`config.mk`:
```
export PLATFORM = sky130hd
export DESIGN_NAME = mul45_serial
export DESIGN_NICKNAME = d
export VERILOG_FILES = /design/src/rtl/mul45_pkg.sv /design/src/rtl/ser_delay.sv /design/src/rtl/ser_addsub.sv /design/src/rtl/frame_seq.sv /design/src/rtl/mul45_serial.sv
export SDC_FILE = /design/constraint.sdc
export NUM_CORES = 1
export LEC_CHECK = 0
export ABC_AREA = 1
export CORE_AREA = 2 2 40 42
export DETAILED_ROUTE_END_ITERATION = 10
export DIE_AREA = 0 0 42 44
export PLACE_DENSITY = 0.78
export SLEW_MARGIN = 20
export SYNTH_ARGS = -nofsm -noshare
export SYNTH_HDL_FRONTEND = slang
export SYNTH_SLANG_ARGS = --single-unit
```
`constraint.sdc`:
```
create_clock -name clk -period 1.7 [get_ports clk]
set_input_delay 0.17 -clock clk [delete_from_list [all_inputs] [get_ports clk]]
set_output_delay 0.17 -clock clk [all_outputs]
set_load 0.005 [all_outputs]
```
`src/rtl/mul45_pkg.sv`:
```
package mul45_pkg;

    typedef enum logic {
        ARCH_FACTORED = 1'b0,
        ARCH_CSD      = 1'b1
    } arch_e;

    // 45 < 2**6, so six extra bit slots hold the full product
    localparam int EXT_BITS = 6;

    typedef struct packed {
        logic bit_v;
        logic first;
        logic valid;
    } ser_out_t;

    function automatic int frame_len(input int width);
        return width + EXT_BITS;
    endfunction

endpackage

```
`src/rtl/ser_delay.sv`:
```
// Multiply-by-2**DEPTH on an LSB-first stream: a chain of DEPTH flops,
// zero-filled when a new word starts.
module ser_delay #(
    parameter int DEPTH = 1
) (
    input  logic clk,
    input  logic rst,
    input  logic clear,
    input  logic din,
    output logic tap
);
    logic [DEPTH-1:0] sr_q;

    assign tap = clear ? 1'b0 : sr_q[DEPTH-1];

    always_ff @(posedge clk) begin
        if (rst)
            sr_q <= '0;
        else if (clear)
            sr_q <= DEPTH'(din);
        else
            sr_q <= (sr_q << 1) | DEPTH'(din);
    end
endmodule

```
`src/rtl/ser_addsub.sv`:
```
// One node of the adder graph: s = a + b, or s = a - b when SUBTRACT is set.
module ser_addsub #(
    parameter bit SUBTRACT = 1'b0
) (
    input  logic clk,
    input  logic rst,
    input  logic clear,
    input  logic a,
    input  logic b,
    output logic s
);
    logic carry_q;
    logic b_eff;
    logic c_in;

    assign b_eff = b ^ SUBTRACT;
    assign c_in  = clear ? SUBTRACT : carry_q;
    assign s     = a ^ b_eff ^ c_in;

    always_ff @(posedge clk) begin
        if (rst)
            carry_q <= 1'b0;
        else
            carry_q <= (a & b_eff) | (a & c_in) | (b_eff & c_in);
    end
endmodule

```
`src/rtl/frame_seq.sv`:
```
// Tracks the slot within a word and substitutes the sign in extension slots.
module frame_seq #(
    parameter int W     = 8,
    parameter int FRAME = 14
) (
    input  logic clk,
    input  logic rst,
    input  logic in_start,
    input  logic in_bit,
    output logic active,
    output logic x_ext
);
    localparam int CW = $clog2(FRAME);

    logic [CW-1:0] cnt_q;
    logic [CW-1:0] idx;
    logic          sign_q;

    assign idx    = in_start ? '0 : cnt_q;
    assign active = in_start | (cnt_q != '0);
    assign x_ext  = (int'(idx) < W) ? in_bit : sign_q;

    always_ff @(posedge clk) begin
        if (rst) begin
            cnt_q  <= '0;
            sign_q <= 1'b0;
        end else begin
            if (in_start)
                cnt_q <= CW'(1);
            else if (cnt_q != '0)
                cnt_q <= (cnt_q == CW'(FRAME - 1)) ? '0 : cnt_q + 1'b1;
            if (active && int'(idx) == W - 1)
                sign_q <= in_bit;
        end
    end
endmodule

```
`src/rtl/mul45_serial.sv`:
```
module mul45_serial
    import mul45_pkg::*;
#(
    parameter int    W    = 8,
    parameter arch_e ARCH = ARCH_FACTORED
) (
    input  logic clk,
    input  logic rst,
    input  logic in_start,
    input  logic in_bit,
    output logic out_bit,
    output logic out_first,
    output logic out_valid
);
    localparam int FRAME = frame_len(W);

    logic     active;
    logic     x_ext;
    logic     prod;
    ser_out_t out_q;

    frame_seq #(.W(W), .FRAME(FRAME)) u_seq (
        .clk(clk), .rst(rst), .in_start(in_start), .in_bit(in_bit),
        .active(active), .x_ext(x_ext)
    );

    generate
        if (ARCH == ARCH_FACTORED) begin : g_factored
            logic x8, y9, y36;
            // y = x + 8x
            ser_delay #(.DEPTH(3)) u_d3 (
                .clk(clk), .rst(rst), .clear(in_start), .din(x_ext), .tap(x8));
            ser_addsub #(.SUBTRACT(1'b0)) u_add1 (
                .clk(clk), .rst(rst), .clear(in_start), .a(x_ext), .b(x8), .s(y9));
            // p = y + 4y
            ser_delay #(.DEPTH(2)) u_d2 (
                .clk(clk), .rst(rst), .clear(in_start), .din(y9), .tap(y36));
            ser_addsub #(.SUBTRACT(1'b0)) u_add2 (
                .clk(clk), .rst(rst), .clear(in_start), .a(y9), .b(y36), .s(prod));
        end else begin : g_csd
            logic x64, x16, x4, t48, t44;
            ser_delay #(.DEPTH(6)) u_d6 (
                .clk(clk), .rst(rst), .clear(in_start), .din(x_ext), .tap(x64));
            ser_delay #(.DEPTH(4)) u_d4 (
                .clk(clk), .rst(rst), .clear(in_start), .din(x_ext), .tap(x16));
            ser_delay #(.DEPTH(2)) u_d2 (
                .clk(clk), .rst(rst), .clear(in_start), .din(x_ext), .tap(x4));
            ser_addsub #(.SUBTRACT(1'b1)) u_sub1 (
                .clk(clk), .rst(rst), .clear(in_start), .a(x64), .b(x16), .s(t48));
            ser_addsub #(.SUBTRACT(1'b1)) u_sub2 (
                .clk(clk), .rst(rst), .clear(in_start), .a(t48), .b(x4), .s(t44));
            ser_addsub #(.SUBTRACT(1'b0)) u_add3 (
                .clk(clk), .rst(rst), .clear(in_start), .a(t44), .b(x_ext), .s(prod));
        end
    endgenerate

    always_ff @(posedge clk) begin
        if (rst)
            out_q <= '0;
        else
            out_q <= '{bit_v: active & prod, first: in_start, valid: active};
    end

    assign out_bit   = out_q.bit_v;
    assign out_first = out_q.first;
    assign out_valid = out_q.valid;
endmodule

```
# After elaboration in Yosys (flattened, before gate mapping)
# Cells that the tools add are included.
word_totals:
  ff_bits: 15
  elab_cells: 49
  out_inout_bits: 3
  input_bits: 4
classes:
  magnitude_cmp: 1
  mux: 11
  eq_ne: 2
  bitwise_logic: 18
  add_sub_neg: 1
  reduce_logical: 4
op_table:
  columns: ["operator", "count"]
  rows:
  - ["$mux W1", 9]
  - ["$eq A4 B4 Y1 const B", 2]
  - ["$mux W4", 2]
  - ["$and A1 B1 Y1", 7]
  - ["$or A1 B1 Y1", 5]
  - ["$add A4 B1 Y4 const B", 1]
  - ["$lt A4 B4 Y1 const B", 1]
  - ["$reduce_bool A4 Y1", 1]
  - ["$xor A1 B1 Y1", 4]
  - ["$or A3 B1 Y3", 1]
  - ["$or A2 B1 Y2", 1]
  - ["$reduce_bool A2 Y1", 1]
  - ["$reduce_or A2 Y1", 1]
  - ["$logic_and A1 B1 Y1", 1]

# Depth between registers and ports, before layout
# Gate-level depths: netlist (run 1).
logic_depth:
  depth_word: 8
  mapped_depth: 8
  ltp_nobuf: 7

# Cells and area by module
# Synthesis (run 1) repeated with hierarchy kept, for this count alone.
unflattened:
  cells_unflattened: 86
  hier_area_um2: 633.1
modules_own_cells:
  columns: ["module", "seq_area_each_um2", "area_per_inst_um2", "cells_per_inst", "instances"]
  rows:
  - ["frame_seq", 100.1, 252.7, 38, 1]
  - ["ser_addsub", 20.0, 62.6, 8, 2]
  - ["ser_delay (g_factored.u_d3)", 60.1, 101.3, 14, 1]
  - ["mul45_serial", 60.1, 85.1, 9, 1]
  - ["ser_delay (g_factored.u_d2)", 40.0, 68.8, 9, 1]

# Least setup slack after synthesis (run 1)
# No wires, ideal clock.
synth_path:
  kind: "reg-to-reg"
  start: "reg u_seq.cnt_q[3]"
  end: "reg out_q (netlist bit out_bit)"
  setup_time_ps: 64
  t_required_ps: 1636
  t_arrival_ps: 1742
  stages_incl_launch_ff: 8
  path_buffers: 0
  period_less_slack_ps: 1806
  path_slack_ps: -106
  cell_sequence: "dfxtp_1 > inv_1 > nor2_1 > o21ai_2 > fa_1 > fa_1 > inv_1 > nor2_1"
synth_between:
  elab_chain_len: 8
  elab_cells_between_ends: 10
  classes_between: "order compare (1); mux (2); bitwise (6); reduce/logical (1)"
synth_lines:
  columns: ["item", "line_no", "source"]
  rows:
  - ["start, declared", "frame_seq.sv:15", "logic [CW-1:0] cnt_q;"]
  - ["start signal, assigned", "frame_seq.sv:31", "cnt_q <= (cnt_q == CW'(FRAME - 1)) ? '0 : cnt_q + 1'b1;"]
  - ["$mux W4", "frame_seq.sv:19", "assign idx = in_start ? '0 : cnt_q;"]
  - ["$lt A4 B4 Y1", "frame_seq.sv:21", "assign x_ext = (int'(idx) < W) ? in_bit : sign_q;"]
  - ["$mux W1", "frame_seq.sv:21", null]
  - ["via g_factored.u_add1.a", "ser_addsub.sv:8", "input logic a,"]
  - ["$xor A1 B1 Y1 (2 in series)", "ser_addsub.sv:18", "assign s = a ^ b_eff ^ c_in;"]
  - ["via g_factored.u_add1.s", "ser_addsub.sv:10", "output logic s"]
  - ["$xor A1 B1 Y1 (2 in series)", "ser_addsub.sv:18", null]
  - ["$and A1 B1 Y1", "mul45_serial.sv:61", "out_q <= '{bit_v: active & prod, first: in_start, valid: active};"]
  - ["end signal, assigned", "mul45_serial.sv:61", null]
  - ["end, declared", "mul45_serial.sv:20", "ser_out_t out_q;"]
# The timed path passes the listed nets, and every way through them passes these cells.
# A chain may end at the register's enable or synchronous reset.

# Worst setup path in the final report (run 1)
# Same ends and word-level chain as after synthesis.

==> qor.txt, run 1 <==
Outcome - complete, but fails checks
Failing checks - setup timing
Final setup margin - -0.02087 ns
Crit path launch - u_seq.cnt_q[3]$_SDFFE_PP0P_
Top cell type's share of synthesized area - 49.28%
GR Overflow Total - 0
Clk slew on worst S/H paths - 0.09 ns
H-tree levels - 1
Slew Viols, Final - 0
Largest net degree at the start of global routing - 10
Starting Density - 42.95%
Vias in the first global route - 427
Row cnt - 14
Worst Hold Launch - g_factored.u_d3.sr_q[0]$_SDFF_PP0_
GP Congestion - 0.7705
CP Class - register to register
CTS tree - done
PortBufs - 6
DP Wirelength - 737.2 µm
FMAX - 581.1 MHz
Clock latency on the worst-skew pair - 0.29 ns
Hold WS - 0.4129 ns
WL/cell - 9.236 µm
# hold bufs at CTS - 0
PwrDens - 855.6 mW/mm²
Main area contributors after synthesis - dfxtp_1 49%, nor2_1 12%, inv_1 9.9%
CTS root buf - clkbuf_4
Peak VDD IR - 543.9 µV
Final core utilization - 52.03%
Sequential share of the synthesized area - 49.28%
Post-Place Cell Area - 701.9 µm²
Total core area - 0.001419 mm²
Syn Inst Count - 77
Worst-case clock buffer depth - 2
ANT cells - 0
Synth Area per Inst - 7.913 µm²
Post-synth top area cell - dfxtp_1
Yosys warns - 0
RSZ-0062 raised after global routing - true
Drt total wl - 979 µm
Post-Layout Inst Area - 738.2 µm²
Setup TNS - -0.02087 ns
Non-Filler Instances - 106
Die footprint - 0.001848 mm²
TritonCTS Buffers - 3
Final setup vio count - 1
CP endpoint kind - register
MaxCap Viol Count - 0
Drt via density - 4.538
Crit path required time - 1.93 ns
Remaining DRCs - 0
Final period util - 101.2%
Initial detailed-routing violation count - 5
Setup slack at placement - -0.4473 ns
Fin crit period - 1.721 ns
Lkg Pwr - 0.3273 nW
Startpoint types - register
Clock sinks - 15
Fill count - 135
Skew final - 0.003802 ns
ANT nets after route - 0
First-pass GRT wire length - 1656 µm
Placed Instances - 101
Worst slew pin tran - 0.2730 ns
Hold WC Path Type - register to register
Tot GR Track Use - 12.75%
Crit Path Max Fanout - 3
Nets - 97
Drt pass-1 iters - 4
Worst r2r src - u_seq.cnt_q[3]$_SDFFE_PP0P_
Mapped Area - 609.3 µm²
# IOs - 7
Area delta synth->final - 21.15%
Synthesized Nets - 83
Die width - 42 µm
Via count - 481
Proportion of layout cells with a drive suffix above 1 - 20.00%
Power Total - 631.6 µW
Synthesized flop and latch total - 15
Chip Height - 44 µm
Crit path DAT - 1.95 ns
Final Hold Viols - 0
Rel. slew slack - 81.80%
Library cells used by synthesis - 18
Initial antenna violation count - 0
-- placed cells by master (no fill, tap or decap), drive strengths merged --
master          n
fa              2
nor3            2
dlygate4sd2     1
o21ai           2
a21oi           2
inv            18
nand2           8
and2            1
nand4           1
clkbuf          3
clkdlybuf4s50   5
nand3           4
nor2           21
dfxtp          15
clkinv          1
buf             4
-- synth_stat cells --
master	count
nand2_2	2
nor2_1	20
nand4_1	1
and2_1	1
inv_4	1
dfxtp_1	15
o21ai_2	1
o21ai_0	1
nand3_1	4
a21oi_1	2
nor3_2	1
nor3_1	1
inv_1	16
nand2_1	6
nor2_2	1
fa_1	2
inv_2	1
buf_6	1
-- layout make-up --
cell class	count	area (µm²)	area share (%)
inverter	18	70.07	9.492
tap	16	20.02	2.712
clock inverter	1	5.005	0.6780
clock buffer	3	22.52	3.051
multi-input combinational	43	230.2	31.19
sequential	15	301.5	40.85
timing repair buffer	10	88.84	12.03
-- worst max-delay path: stages (launching register included) --
cell     delay (ns)
dfxtp_2        0.34
inv_2          0.06
nor2_2         0.04
o21ai_2        0.15
fa_1           0.46
fa_1           0.49
inv_1          0.04
nor2_1         0.08
-- final timing paths --
| kind | endpoint | slack [ns] | depth (start not counted) |
|---|---|---|---|
| worst min-delay path | g_factored.u_d3.sr_q[1]$_SDFF_PP0_ | 0.41 | 2 |
| worst min register to register | g_factored.u_d3.sr_q[1]$_SDFF_PP0_ | 0.41 | 2 |
| worst max-delay path | out_bit$_SDFF_PP0_ | -0.02 | 7 |
| worst max register to register | out_bit$_SDFF_PP0_ | -0.02 | 7 |
-- cells by family (layout without fill, tap and decap cells) --
family                     Yosys count  count (layout)  synth area share (%)
AOI/OAI and AO/OA                    4               4                 3.901
adders and majority gates            2               2                 6.571
buffers and inverters               19              32                 13.35
and+or+nand+nor                     37              37                 26.90
DFF                                 15              15                 49.28
-- state kept, by name, summed over array words and instances (netlist names) --
name / flops
u_seq.cnt_q: 4
g_factored.u_d3.sr_q: 3
g_factored.u_d2.sr_q: 2
g_factored.u_add1.carry_q: 1
g_factored.u_add2.carry_q: 1
out_bit: 1
out_first: 1
out_valid: 1
u_seq.sign_q: 1
-- power breakdown --
part | internal [mW] | switching [mW]
registers | 0.364 | 0.00688
logic | 0.0282 | 0.0298
clock network | 0.0875 | 0.115
total | 0.480 | 0.152
-- routing by layer --
metal	wire (µm)	global-route usage, %	vias to the layer above	share of wire, %
met2	472	20.63	12	48
met4	37	11.61	0	3.8
met5	0	0	-	0
li1	-	-	253	-
met3	49	3.750	5	5.0
met1	419	13.44	211	43
-- repair_timing --
action | CTS | global route
endpoints found under the hold margin | 0 | 0
buffers inserted | 1 | 0
gates resized for setup | 3 | 0
gates cloned | 0 | 0
endpoints found under the setup margin | 2 | 2
(Power assumes the default switching activity.)
==> run 2: changes to the inputs <==
Settings changed: CORE_AREA 2 2 40 42 to 2 2 39 41, CTS_CLUSTER_DIAMETER from default to 120, DIE_AREA 0 0 42 44 to 0 0 41 43.
Clock period 1.7 ns to 2.1 ns, I/O delays scaled along.
==> run 2 against run 1 <==
The flow now finishes without violations; register-to-register slack gained 0.18 ns; clock power is 20% lower; sequential cell count unchanged; setup slack better by 0.18 ns; combinational power decreased by 17%; total power is 19% lower.
==> qor.txt, run 2 (synthesized netlist as in run 1, its figures left out) <==
Outcome - finished clean
First-pass GRT wire length - 1745 µm
CP Class - register to register
Vias in the first global route - 449
Worst Hold Launch - in_start
TritonCTS Buffers - 3
Number of post-CTS setup repair buffers - 0
Worst slew pin tran - 0.2637 ns
Crit path cell chain - inv_1 > nor2_1 > o21ai_2 > fa_1 > fa_1 > inv_1 > nor2_1
Worst r2r src - u_seq.cnt_q[3]$_SDFFE_PP0P_
CTS root buf - clkbuf_4
Net Sw Frac - 23.28%
Proportion of layout cells with a drive suffix above 1 - 13.64%
RSZ-0062 raised after global routing - false
Total core area - 0.001384 mm²
Drt total wl - 987 µm
Hold WS - 0.3969 ns
Net Switching - 118.9 µW
Family with the most delay on the worst path - adder cells
Largest net degree at the start of global routing - 9
Peak VDD IR - 419.8 µV
Final Hold Viols - 0
Power Total - 511.0 µW
Non-Filler Instances - 104
Clock sinks - 15
Skew final - 0.003734 ns
Clk slew on worst S/H paths - 0.08 ns
Placed Instances - 100
Drt via density - 4.558
Setup TNS - 0 ns
Starting Density - 44.03%
R2R setup slack - 0.15 ns
Remaining DRCs - 0
Worst path max stage delay - 0.55 ns
WHS Path Cells - 4
Post-Layout Inst Area - 721.9 µm²
Startpoint types - register
Commonest non-fill, non-tap cell in the layout - nor2_1
MaxCap Viol Count - 0
CP endpoint kind - register
Final core utilization - 52.17%
Nets - 95
Via count - 474
CP max stage cell - fa_1
Max reg flops - 4
Final setup vio count - 0
Largest reg by FF count - u_seq.cnt_q
Rel. slew slack - 82.39%
Initial detailed-routing violation count - 4
Clock latency on the worst-skew pair - 0.29 ns
PortBufs - 6
Largest regs - u_seq.cnt_q x4, g_factored.u_d3.sr_q x3, g_factored.u_d2.sr_q x2
Stages on worst setup path - 7
Row cnt - 14
Final setup margin - 0.1545 ns
Crit Path Max Fanout - 4
Area delta synth->final - 18.48%
Commonest cells after routing, fill and taps aside - 20 x nor2_1, 16 x inv_1, 15 x dfxtp_1, 6 x nand2_1, 5 x clkdlybuf4s50_1
Pint - 392.0 µW
# IOs - 7
CTS tree - done
Final period util - 92.64%
WP buf/inv - 2
ANT cells - 0
GR Overflow Total - 0
Tot GR Track Use - 15.36%
Worst-case clock buffer depth - 2
DP Wirelength - 716 µm
Clock network power share - 31.8%
WL/cell - 9.490 µm
Setup slack at placement - -0.2033 ns
Initial antenna violation count - 0
PwrDens - 707.8 mW/mm²
FMAX - 514.0 MHz
Lkg Pwr - 0.3233 nW
Crit path DAT - 2.17 ns
Post-Place Cell Area - 693.2 µm²
Register share of total power - 58.8%
FF-to-FF path depth - 7
Hold WC Path Type - primary input to register
Fill count - 137
Slew Viols, Final - 0
Die footprint - 0.001763 mm²
H-tree levels - 1
Chip Height - 43 µm
Fin crit period - 1.945 ns
Drt pass-1 iters - 4
GP Congestion - 0.7567
Crit path launch - u_seq.cnt_q[3]$_SDFFE_PP0P_
ANT nets after route - 0
Crit path required time - 2.33 ns
Combinational group share of total power - 9.4%
Die width - 41 µm
==> run 2: metal layers <==
metal / up-vias / global-route usage (%) / wire, µm
met5: - / 0 / 0
met4: 0 / 12.00 / 46
met3: 6 / 4.712 / 55
met2: 17 / 19.38 / 428
met1: 202 / 20.81 / 456
li1: 249 / - / -
==> run 2: final timing paths <==
kind,endpoint
setup / recovery,out_bit$_SDFF_PP0_
hold reg to reg,g_factored.u_d3.sr_q[1]$_SDFF_PP0_
hold / removal,out_first$_SDFF_PP0_
setup reg to reg,out_bit$_SDFF_PP0_
==> run 2: power groups by stage <==
stage	sequential [mW]	combinational, mW	clock [mW]
3_3_place_gp	0.307	0.0469	0
5_1_grt	0.302	0.0554	0.177
6_report	0.300	0.0482	0.162
3_5_place_dp	0.307	0.0484	0
2_1_floorplan	0.307	0.0274	0
4_1_cts	0.300	0.0491	0.165
==> run 2: final cells by class <==
type | count | area [µm²] | area share [%]
Sequential cell | 15 | 300.3 | 41.59
Multi-Input combinational cell | 43 | 227.7 | 31.54
Timing Repair Buffer | 8 | 77.57 | 10.75
Inverter | 18 | 70.07 | 9.705
Clock buffer | 4 | 26.28 | 3.640
Tap cell | 16 | 20.02 | 2.773
==> run 2: tightest hold or removal path, cell delays in order <==
cell	delay, ns
dlymetal6s2s_1	0.19
inv_4	0.07
buf_4	0.12
nor2_1	0.04
==> run 2: timing repair <==
item / 4_1_cts / 5_1_grt
hold buffers: 0 / 0
endpoints found under the setup margin: 0 / 1
gates resized for setup: 0 / 1
